==> src/rtl/flash_prog_pkg.sv <==
// Package: operation codes and constants shared by the flash program controller.
// Assumes: the mode input is decoded directly into flash_op_e.
package flash_prog_pkg;
    typedef enum logic [1:0] {
        OP_READ  = 2'b00,
        OP_PROG  = 2'b01,
        OP_ERASE = 2'b10,
        OP_RSVD  = 2'b11
    } flash_op_e;

    localparam logic [7:0] BLANK_BYTE = 8'hFF;
endpackage

==> src/rtl/flash_op_timer.sv <==
// Module: flash_op_timer
// Counts down the self-timed duration of one operation. done is high in the
// last busy cycle, so the commit and the drop of busy share one clock edge.
// Assumes: start only when idle; load_val = duration - 1.
module flash_op_timer #(
    parameter int CNT_W = 8
) (
    input  logic             clk,
    input  logic             rst_n,
    input  logic             start,
    input  logic [CNT_W-1:0] load_val,
    output logic             busy,
    output logic             done
);
    logic [CNT_W-1:0] cnt;

    // Purpose: load the count on start, decrement while busy, release at zero.
    always_ff @(posedge clk) begin
        if (!rst_n) begin
            busy <= 1'b0;
            cnt  <= '0;
        end else if (start) begin
            busy <= 1'b1;
            cnt  <= load_val;
        end else if (busy) begin
            if (cnt == '0) busy <= 1'b0;
            else           cnt  <= cnt - 1'b1;
        end
    end

    // Purpose: flag the final cycle of the operation.
    always_comb done = busy && (cnt == '0);

    p_start_when_idle_r2: assert property (@(posedge clk) disable iff (!rst_n)
        start |-> !busy);
    p_done_releases_r2: assert property (@(posedge clk) disable iff (!rst_n)
        done && !start |=> !busy);
    p_counting_stays_busy_r2: assert property (@(posedge clk) disable iff (!rst_n)
        busy && !done |=> busy);
endmodule

==> src/rtl/flash_cell_array.sv <==
// Module: flash_cell_array
// Behavioural byte array. A write ANDs data into the cell; erase sets all cells
// to FFh. Reset models the shipped erased state. Combinational read port.
// Assumes: wr_en and erase_all are never high together.
module flash_cell_array
    import flash_prog_pkg::*;
#(
    parameter int ADDR_W = 6
) (
    input  logic              clk,
    input  logic              rst_n,
    input  logic              wr_en,
    input  logic [ADDR_W-1:0] wr_addr,
    input  logic [7:0]        wr_data,
    input  logic              erase_all,
    input  logic [ADDR_W-1:0] rd_addr,
    output logic [7:0]        rd_data
);
    localparam int DEPTH = 1 << ADDR_W;

    logic [7:0] mem [DEPTH];

    // Purpose: apply erase or a bit-clearing write to the cells.
    always_ff @(posedge clk) begin
        for (int i = 0; i < DEPTH; i++) begin
            if (!rst_n || erase_all)
                mem[i] <= BLANK_BYTE;
            else if (wr_en && (wr_addr == ADDR_W'(i)))
                mem[i] <= mem[i] & wr_data;
        end
    end

    // Purpose: asynchronous read of the addressed cell.
    always_comb rd_data = mem[rd_addr];

    p_write_only_clears_r3: assert property (@(posedge clk) disable iff (!rst_n)
        wr_en && !erase_all |=> mem[$past(wr_addr)] == ($past(mem[wr_addr]) & $past(wr_data)));
    p_erase_blanks_r6: assert property (@(posedge clk) disable iff (!rst_n)
        erase_all |=> (mem[0] == BLANK_BYTE) && (mem[DEPTH-1] == BLANK_BYTE));
    p_no_dual_cmd_r6: assert property (@(posedge clk) disable iff (!rst_n)
        !(wr_en && erase_all));
endmodule

==> src/rtl/flash_prog_ctrl.sv <==
// Module: flash_prog_ctrl (top)
// Detects the program strobe edge, launches program/erase operations, latches
// their operands, drives the polling read mux and keeps the sticky error flag.
// Assumes: synchronous inputs; PROG_CYCLES and ERASE_CYCLES >= 1.
module flash_prog_ctrl
    import flash_prog_pkg::*;
#(
    parameter int ADDR_W       = 6,
    parameter int PROG_CYCLES  = 20,
    parameter int ERASE_CYCLES = 40
) (
    input  logic              clk,
    input  logic              rst_n,
    input  logic [ADDR_W-1:0] addr,
    input  logic [7:0]        wdata,
    input  logic [1:0]        mode,
    input  logic              vpp_en,
    input  logic              prog_pulse,
    output logic [7:0]        rdata,
    output logic              ready,
    output logic              err
);
    localparam int MAX_CYC = (PROG_CYCLES > ERASE_CYCLES) ? PROG_CYCLES : ERASE_CYCLES;
    localparam int CNT_W   = (MAX_CYC > 1) ? $clog2(MAX_CYC) : 1;

    logic              pulse_q, pulse_rise, launch, busy, done;
    logic              op_ok;
    flash_op_e         req_op, lat_op;
    logic [ADDR_W-1:0] lat_addr;
    logic [7:0]        lat_data, arr_rd;
    logic [CNT_W-1:0]  load_val;
    logic              wr_en, erase_all, polling;

    // Purpose: remember the previous strobe level for edge detection.
    always_ff @(posedge clk) begin
        if (!rst_n) pulse_q <= 1'b0;
        else        pulse_q <= prog_pulse;
    end

    // Purpose: decode the request and decide whether it may launch.
    always_comb begin
        req_op     = flash_op_e'(mode);
        pulse_rise = prog_pulse && !pulse_q;
        op_ok      = (req_op == OP_PROG) || (req_op == OP_ERASE);
        launch     = pulse_rise && vpp_en && op_ok && !busy;
        load_val   = (req_op == OP_ERASE) ? CNT_W'(ERASE_CYCLES - 1)
                                          : CNT_W'(PROG_CYCLES - 1);
    end

    // Purpose: capture the operands of an accepted operation.
    always_ff @(posedge clk) begin
        if (!rst_n) begin
            lat_op   <= OP_READ;
            lat_addr <= '0;
            lat_data <= BLANK_BYTE;
        end else if (launch) begin
            lat_op   <= req_op;
            lat_addr <= addr;
            lat_data <= wdata;
        end
    end

    // Purpose: sticky flag for a strobe edge arriving during an operation.
    always_ff @(posedge clk) begin
        if (!rst_n)                err <= 1'b0;
        else if (pulse_rise && busy) err <= 1'b1;
    end

    flash_op_timer #(.CNT_W(CNT_W)) u_timer (
        .clk(clk), .rst_n(rst_n), .start(launch), .load_val(load_val),
        .busy(busy), .done(done)
    );

    // Purpose: turn completion into the matching array command.
    always_comb begin
        wr_en     = done && (lat_op == OP_PROG);
        erase_all = done && (lat_op == OP_ERASE);
    end

    flash_cell_array #(.ADDR_W(ADDR_W)) u_array (
        .clk(clk), .rst_n(rst_n), .wr_en(wr_en), .wr_addr(lat_addr),
        .wr_data(lat_data), .erase_all(erase_all), .rd_addr(addr), .rd_data(arr_rd)
    );

    // Purpose: read mux with inverted bit 7 while the addressed byte is being written.
    always_comb begin
        polling = busy && (lat_op == OP_PROG) && (addr == lat_addr);
        rdata   = polling ? {~lat_data[7], arr_rd[6:0]} : arr_rd;
        ready   = !busy;
    end

    p_busy_pulse_sets_err_r7: assert property (@(posedge clk) disable iff (!rst_n)
        pulse_rise && !ready |=> err);
    p_err_sticky_r7: assert property (@(posedge clk) disable iff (!rst_n)
        err |=> err);
    p_operands_held_r9: assert property (@(posedge clk) disable iff (!rst_n)
        busy && !done |=> $stable(lat_addr) && $stable(lat_data) && $stable(lat_op));
    p_blocked_request_idle_r8: assert property (@(posedge clk) disable iff (!rst_n)
        ready && pulse_rise && (!vpp_en || !op_ok) |=> ready);
    p_accept_drops_ready_r2: assert property (@(posedge clk) disable iff (!rst_n)
        ready && pulse_rise && vpp_en && op_ok |=> !ready);
    p_level_single_shot_r10: assert property (@(posedge clk) disable iff (!rst_n)
        prog_pulse && $past(prog_pulse) && ready |=> ready);
endmodule

==> config.mk <==
export PLATFORM = sky130hd
export DESIGN_NAME = flash_prog_ctrl
export DESIGN_NICKNAME = d
export VERILOG_FILES = /design/src/rtl/flash_prog_pkg.sv /design/src/rtl/flash_op_timer.sv /design/src/rtl/flash_cell_array.sv /design/src/rtl/flash_prog_ctrl.sv
export SDC_FILE = /design/constraint.sdc
export NUM_CORES = 1
export LEC_CHECK = 0
export BUFFER_PORTS_ARGS = -buffer_cell sky130_fd_sc_hd__buf_2
export CAP_MARGIN = 30
export CORE_MARGIN = 8
export CORE_UTILIZATION = 70
export CTS_BUF_LIST = sky130_fd_sc_hd__clkbuf_4
export DETAILED_ROUTE_END_ITERATION = 10
export PLACE_DENSITY = 0.86
export SETUP_SLACK_MARGIN = 0.2
export SYNTH_ARGS = -nofsm -noshare
export SYNTH_HDL_FRONTEND = slang
export SYNTH_SLANG_ARGS = --single-unit
==> constraint.sdc <==
create_clock -name clk -period 6.15 [get_ports clk]
set_input_delay 0.615 -clock clk [delete_from_list [all_inputs] [get_ports clk]]
set_output_delay 0.615 -clock clk [all_outputs]
set_load 0.03 [all_outputs]
==> results of run 1 <==
==> metrics by stage <==
stage	utilization, %	cell area, sq um	hold WS [ns]	cells
4_1_cts	77.97	28480	0.001272	2711
6_report	78.15	28540	0.05232	2722
3_5_place_dp	72.67	26540	0.4851	2468
5_1_grt	78.15	28540	0.0002990	2722
3_3_place_gp	72.09	26330	0.4676	2430
2_1_floorplan	-	25890	0.4515	2027
==> synthesized netlist by cell type (11+ instances only) <==
cell type	count
sky130_fd_sc_hd__nor2_2	16
sky130_fd_sc_hd__nand3_1	12
sky130_fd_sc_hd__a21o_1	160
sky130_fd_sc_hd__clkbuf_1	86
sky130_fd_sc_hd__nor2_4	28
sky130_fd_sc_hd__edfxtp_1	512
sky130_fd_sc_hd__a21boi_0	11
sky130_fd_sc_hd__nor2b_1	12
sky130_fd_sc_hd__mux2i_1	24
sky130_fd_sc_hd__mux4_2	145
sky130_fd_sc_hd__o21ai_0	77
sky130_fd_sc_hd__buf_2	19
sky130_fd_sc_hd__buf_4	12
sky130_fd_sc_hd__dfxtp_1	25
sky130_fd_sc_hd__nand2_1	780
==> how the worst max path moves through the flow <==
stage	slack, ns	end	depth (start not counted)	startpoint
6_report	1.97	rdata[4]	8	addr[1]
5_1_grt	1.85	rdata[4]	8	addr[1]
4_1_cts	1.95	rdata[4]	7	addr[0]
3_5_place_dp	1.97	rdata[4]	7	addr[0]
3_3_place_gp	1.97	rdata[4]	7	addr[0]
2_1_floorplan	2.75	rdata[7]	7	addr[0]
==> area by class of cell <==
class | count | area (sq um) | share of cell area [%]
Clock buffer | 198 | 1486 | 5.208
Antenna cell | 4 | 10.01 | 0.03507
Sequential cell | 537 | 15890 | 55.65
Multi-Input combinational cell | 1358 | 9428 | 33.03
Inverter | 7 | 26.28 | 0.09205
Timing Repair Buffer | 114 | 763.2 | 2.674
Tap cell | 468 | 585.6 | 2.051
Clock inverter | 36 | 359.1 | 1.258
==> logic make-up after synthesis <==
| kind of cell | after synthesis | share of synthesized area, % |
|---|---|---|
| simple gates | 893 | 14.74 |
| compound gates | 275 | 7.312 |
| buf+inv | 132 | 2.267 |
| flops | 537 | 61.32 |
| xor+xnor | 11 | 0.3721 |
| fa+ha+maj | 3 | 0.1450 |
| mux | 176 | 13.85 |
==> flip-flops by register name, summed over array words and instances (netlist names) <==
| name | count |
|---|---|
| u_array.mem | 512 |
| lat_data | 8 |
| pulse_q | 1 |
| err | 1 |
| lat_op | 2 |
| lat_addr | 6 |
| u_timer.cnt | 6 |
| u_timer.busy | 1 |
==> layer usage <==
metal	track usage (%)	vias up	wire length (um)
li1	-	7708	-
met1	39.59	8931	23250
met2	50.22	1726	32650
met3	11.87	376	10700
met4	20.58	4	4684
met5	0	-	29
==> critical path: cells and delay by family <==
family,cells,cell delay [ns]
simple gates,1,0.14
buf+inv,3,1.29
compound gates,3,1.10
mux,1,0.35
==> power by group through the flow <==
| stage | clock, uW | combinational [uW] | sequential (uW) |
|---|---|---|---|
| after CTS | 3310 | 447 | 4010 |
| after global routing | 3500 | 490 | 4010 |
| after floorplan | 0 | 308 | 4080 |
| after detailed placement | 0 | 437 | 4090 |
| final | 3310 | 465 | 4010 |
| after global placement | 0 | 412 | 4090 |
==> results.txt, run 1 <==
* Worst clock skew on the final layout: 0.05785 ns
- The routed design could run at a clock period as short as 4.175 ns.
* Number of input and output port buffers inserted: 29
- TritonCTS Buffers: 137
- Worst slack after detailed placement: 1.974 ns
- Instance count along the most critical hold path: 3
- Worst VDD drop: 0.0001888 V
- Number of H-tree levels: 4
- Setup violations remaining at the end of the flow were counted as 0.
- The path with the worst hold slack has its endpoint at lat_op[0]$_SDFFE_PN0P_.
- The average instance in the mapped netlist occupies 12.77 sq um.
* Sw power: 1848 uW
- The clock passes through at most 3 buffers.
- The clock net in this run drives a total of 537 sinks.
- Primary FF master, synth: sky130_fd_sc_hd__edfxtp_1
* Endpoint of the most critical register-to-register path: u_array.mem[51][1]$_SDFFCE_PN1P_
* Filler Cells Inserted: 2033
* Number of flip-flops and latches in the synthesized netlist: 537
- The clock network burns 42.5% of the power.
- Power density over the cells: 272.5 nW/um^2
- Sequential share of power: 51.5%
- Sequential fraction of the synthesis area: 61.32%
* Post-synthesis instance area: 25890 sq um
* Final-layout setup total negative slack: 0 ns
- In this run, the number of DRC markers left after iteration 0 of detailed routing was 2661.
- The number of nets in the synthesized netlist is 2050.
- Summed over all cells, the static leakage comes to 0.009279 uW.
* Yosys top cell by area: sky130_fd_sc_hd__edfxtp_1
* Maximum net fanout on the critical path: 81
- Crit path cell chain: buf_6 > buf_12 > mux4_2 > nor2b_1 > a2111oi_0 > a2111oi_0 > a22o_1 > buf_2
- After synthesis, the netlist uses 50 different library cells.
* Clock-pin slew on the worst setup and hold paths: 0.07 ns
- Combinational Power Share: 6.0%
- Arrival time of data at the critical path endpoint: 3.56 ns
- Maximum achievable frequency: 0.2395 GHz
- Delay of the slowest cell on the worst path: 0.68 ns
* Area growth from synthesis to layout: 10.26%
* Endpoint kind of the worst setup timing path: output port
- Worst skew pair latency: 0.87 ns
- Worst Reg2Reg Path Length in Cells: 9
- Via count of the first global-routing pass: 19.06k
- STA classifies the critical path startpoint as an input port.
- The internal power of the cells totals 5929 uW.
- For this configuration, the core starts out at a cell density of 70.88%.
* Total Routing Usage GR: 32.82%
- Setup repair after global routing left no endpoint under its margin.
- Post-layout net count: 2178
- In this run the register-to-register setup slack is 2.62 ns.
* First-pass GRT wire length: 108900 um
- Worst rel slew slack: 28.30%
- WS Path Type: input port to output port
- Drc violations: 0
* Die height: 208.3 um
- In this run the worst hold path is classified as input port to flop.
- The cell sitting at the root of the clock tree is a sky130_fd_sc_hd__clkbuf_4.
- Total power draw: 7777 uW
- Yosys printed 0 warnings.
* Most frequent standard cell in the layout excluding fill and tap cells: sky130_fd_sc_hd__nand2_1
- STA puts the critical path data required time at 5.53 ns.
- At the pin with the least slew margin, the transition time is 1.064 ns.
- Fraction of layout cells with a size suffix above 1: 23.78%
- Post_cts resized: 0
* Run status: finished, final reports clean
- Gate count of the mapped netlist: 2027
- Sorting the synthesized cells by area gives the leading types as sky130_fd_sc_hd__edfxtp_1 59%, sky130_fd_sc_hd__mux4_2 13%, sky130_fd_sc_hd__nand2_1 11%.
- After clock tree synthesis, the setup repair step added 0 buffers.
- The max-slew violation count came to 0.
* DP Wirelength: 44620 um
* Die area: 43390 sq um
- The initial antenna violation count is 5.
- Width of the die: 208.3 um
* Vias per Instance: 6.886
- Share of total power consumed by net switching: 23.76%
* Master of the slowest instance on the critical path: sky130_fd_sc_hd__buf_6
* Wirelength, routed: 71310 um
- 30 I/O pins were placed.
- Overflow after GRT: 0
* R2r startpoint: u_timer.cnt[0]$_SDFFE_PN0P_
- Across the run, the number of max-cap violations was 0.
- CTS tree: done
- Routed wire per std cell: 26.20 um
- Global placement routability congestion: 0.9577
- Hold buffer count at cts: 9
- The pre-antenna-repair detailed-routing pass consisted of 8 iterations.
- Via count of the routed design: 18.75k
- Counting flops with a built-in enable in the synthesized netlist gives 512.
- Final critical-path share of the clock period: 67.89%
- Maximum number of pins on one net before global-route repair: 82
- Post-synth ARST share: 0%
- Cell with the most instances on the worst path: sky130_fd_sc_hd__a2111oi_0
- In this run the remaining antenna-violating nets after routing total 0.
* Hold_sp: mode[0]
- Post-route worst setup slack: 1.975 ns
- Number of endpoints with negative hold slack in the final report: 0
* Post-synth top area share: 59.39%
* Number of standard-cell rows in the floorplan: 70
- The total area inside the core boundary comes to 36520 sq um.
- Leading cell types in the layout, fill and taps excluded: 780 x sky130_fd_sc_hd__nand2_1, 512 x sky130_fd_sc_hd__edfxtp_1, 198 x sky130_fd_sc_hd__clkbuf_4, 160 x sky130_fd_sc_hd__a21o_1, 145 x sky130_fd_sc_hd__mux4_2
(Power assumes the default switching activity.)
==> inputs of run 2 (changes only) <==
--- a/config.mk
+++ b/config.mk
@@ -5,13 +5,14 @@
 export SDC_FILE = /design/constraint.sdc
 export NUM_CORES = 1
 export LEC_CHECK = 0
+export ABC_AREA = 1
 export BUFFER_PORTS_ARGS = -buffer_cell sky130_fd_sc_hd__buf_2
 export CAP_MARGIN = 30
 export CORE_MARGIN = 8
-export CORE_UTILIZATION = 70
+export CORE_UTILIZATION = 59
 export CTS_BUF_LIST = sky130_fd_sc_hd__clkbuf_4
 export DETAILED_ROUTE_END_ITERATION = 10
-export PLACE_DENSITY = 0.86
+export PLACE_DENSITY = 0.77
 export SETUP_SLACK_MARGIN = 0.2
 export SYNTH_ARGS = -nofsm -noshare
 export SYNTH_HDL_FRONTEND = slang
==> constraint.sdc (replaced) <==
create_clock -name clk -period 3.6 [get_ports clk]
set_input_delay 0.36 -clock clk [delete_from_list [all_inputs] [get_ports clk]]
set_output_delay 0.36 -clock clk [all_outputs]
set_load 0.03 [all_outputs]
==> results.txt, run 2 <==
- Source of the critical timing path: u_array.mem[44][5]$_SDFFCE_PN1P_
* Initial antenna violation count: 6
- Worst skew pair latency: 1.00 ns
* Number of flip-flops and latches in the synthesized netlist: 537
* Tmin final: 3.278 ns
- Number of standard-cell rows in the floorplan: 78
* R2r startpoint: u_timer.cnt[0]$_SDFFE_PN0P_
- After synthesis, the most frequently instantiated cells are 1249 x sky130_fd_sc_hd__nand2_1, 512 x sky130_fd_sc_hd__edfxtp_1, 348 x sky130_fd_sc_hd__o21ai_0, 154 x sky130_fd_sc_hd__inv_1, 130 x sky130_fd_sc_hd__a21oi_1.
- Static power due to leakage: 0.01210 uW
* Final setup viols: 0
- Clk sink count: 537
* Clock Root Buffer: sky130_fd_sc_hd__clkbuf_4
* Power density over the cells: 454.3 nW/um^2
* Maximum achievable frequency: 0.3050 GHz
- Post-synthesis average cell area: 8.916 sq um
* Overflow after GRT: 0
- Most frequent standard cell in the layout excluding fill and tap cells: sky130_fd_sc_hd__nand2_1
* Data required time of the critical path: 3.24 ns
* Via count of the first global-routing pass: 22.52k
- The initial utilization of the core area, before any placement, comes to 59.88%.
* Endpoint kind of the worst setup timing path: output port
- Using the TritonRoute via totals, the vias-per-cell ratio works out to 6.169.
- Gate count of the mapped netlist: 3048
- Before antenna repair, the detailed router went through 6 iterations.
- Of the post-synthesis cell area, the dominant cell type holds 56.57%.
* Largest registers ranked by flip-flop count: u_array.mem: 512 flops, lat_data: 8 flops
- Hold repair after CTS inserted 27 buffers.
- The count of final hold-check violations is 0.
- Run status: finished, final reports clean
- Detailed routing placed a total of 36200 um of wire on met2.
* Iter 0 DRT Violations: 3687
- Buffers added to address setup during post-CTS repair amount to 0.
* Final-layout setup total negative slack: 0 ns
- Counting tap cells, the placed design contains a total of 3536 instances.
- sky130_fd_sc_hd__edfxtp_1 takes more of the synthesized area than any other cell.
- For the pin with the worst max-slew slack, the measured transition is 1.088 ns.
- STA classifies the critical path startpoint as a flop.
* Register with the highest flop count: u_array.mem
* Number of H-tree levels: 4
- Of the cells placed in the final design, the portion with a size suffix greater than 1 is 12.23%.
* Routed wire per std cell: 21.84 um
- Width of the die: 230.6 um
* Final number of max-transition violations: 0
* Placeable core area: 45380 sq um
* Post-synthesis instance area: 27180 sq um
- For this run, the register share of the synthesized area comes to 58.42%.
- Maximum number of pins on one net before global-route repair: 124
- Number of input and output port buffers inserted: 29
- At the end of routability-driven placement, the weighted congestion stood at 0.9356.
- Arrival time of data at the critical path endpoint: 2.92 ns
* Total Routing Usage GR: 30.92%
* First-pass GRT wire length: 128000 um
- Wirelength, routed: 83230 um
* Wl on met1: 30520 um
- CTS tree: done
- Primary FF master, synth: sky130_fd_sc_hd__edfxtp_1
- For this run, asynchronously set or reset flops after synthesis account for 0%.
- Hold_sp: vpp_en
- Max FFs per register: 512
* Maximum net fanout on the critical path: 2
- For this block, the via count after detailed routing is 23.50k.
- Detailed placement finished with a half-perimeter wire length of 50570 um.
* Worst clock skew on the final layout: 0.05031 ns
- Count of boundary I/O pins: 30
* Clock-pin slew on the worst setup and hold paths: 0.07 ns
- Filler Cells Inserted: 3676
* TritonCTS Buffers: 143
* Number of nets produced by synthesis: 3071
* Die area: 53190 sq um
- The critical path in this run is classified as flop to output port.
* Leading post-synthesis cells by cell area: sky130_fd_sc_hd__edfxtp_1 57%, sky130_fd_sc_hd__nand2_1 17%, sky130_fd_sc_hd__o21ai_0 6.4%
* Most instantiated library cell after synthesis: sky130_fd_sc_hd__nand2_1
* Worst rel slew slack: 27.48%
* Library cells used by synthesis: 34
- In the detailed route, the total length drawn on met3 is 11720 um.
- Final critical-path share of the clock period: 91.07%
- In this run the worst hold path is classified as input port to flop.
- At the end of the flow, the number of nets in the layout was 3132.
* Non-filler instance count after layout: 3810
* DR top layer: met5
- Buffers from clock root to sink, at most: 3
* Number of enable flip-flop cells after synthesis: 512
- Leading cell types in the layout, fill and taps excluded: 1249 x sky130_fd_sc_hd__nand2_1, 512 x sky130_fd_sc_hd__edfxtp_1, 348 x sky130_fd_sc_hd__o21ai_0, 214 x sky130_fd_sc_hd__clkbuf_4, 154 x sky130_fd_sc_hd__inv_1
- Setup repair after global routing left no endpoint under its margin.
* Count of nets left with antenna violations after detail routing: 0
- Yosys printed 0 warnings.
- In the routed design, unresolved DRC markers number 0.
* Die height: 230.6 um
- Post_cts resized: 0
* Reported max-cap violation count: 0
* Worst VDD drop: 0.0003085 V
* Area growth from synthesis to layout: 9.586%
## run 2: final timing paths
path / cells after the start / endpoint / slack, ns
worst max-delay path: 9 / rdata[5] / 0.32
worst max register to register: 8 / u_array.mem[4][5]$_SDFFCE_PN1P_ / 0.90
worst min register to register: 1 / err$_SDFFE_PN0P_ / 0.48
worst min-delay path: 4 / lat_addr[4]$_SDFFE_PN0P_ / 0.26
## run 2: per-layer routing
metal / up-vias / track usage (%)
li1: 10396 / -
met1: 10862 / 41.59
met2: 1902 / 45.38
met3: 341 / 7.984
met4: 2 / 17.44
met5: - / 0
## run 2: logic make-up (layout without fill, tap and decap cells)
logic type,Yosys count,after routing,share of synthesized area (%)
simple gates,1568,1568,24.70
compound gates,597,597,11.16
flops,537,537,58.42
buf+inv,338,494,5.419
xor+xnor,5,5,0.1611
fa+ha+maj,3,3,0.1381
other cells,0,6,0
## run 2: area by class of cell
type,instances,area [sq um],area share [%]
clock buffers,214,1607,5.394
clock inverters,26,150.1,0.5042
inverters,159,604.3,2.029
repair buffers,95,930.9,3.126
well taps,600,750.7,2.521
multi-input cells,2173,9838,33.04
diodes,6,15.01,0.05042
flip-flops and latches,537,15890,53.34
## run 2: power by group
group          switching (uW)  total, uW  internal, uW
Clock                    2570       5400          2830
Combinational             976       1280           304
Sequential               17.1       6850          6830
Total                    3570      13500          9960
## run 2: critical path, cell delays in order (launching register included)
cell	delay (ns)
sky130_fd_sc_hd__edfxtp_1	0.41
sky130_fd_sc_hd__o21ai_0	0.31
sky130_fd_sc_hd__o21ai_0	0.19
sky130_fd_sc_hd__nand2_1	0.10
sky130_fd_sc_hd__nand2_1	0.06
sky130_fd_sc_hd__nand2_1	0.09
sky130_fd_sc_hd__nand3_1	0.14
sky130_fd_sc_hd__nand3_1	0.22
sky130_fd_sc_hd__nand2_1	0.17
sky130_fd_sc_hd__buf_2	0.22
## run 2: per-stage QoR
step	total power [uW]	util [%]	area (sq um)	setup WS [ns]	hold slack, ns
after global placement	8147	60.82	27600	0.5665	0.4408
after CTS	13510	65.53	29740	0.3390	0.1576
after global routing	13950	65.62	29780	0.2285	0.2813
after floorplan	7768	-	27180	1.678	0.4437
after detailed placement	8184	61.06	27710	0.5781	0.4510
final	13530	65.62	29780	0.3216	0.2632
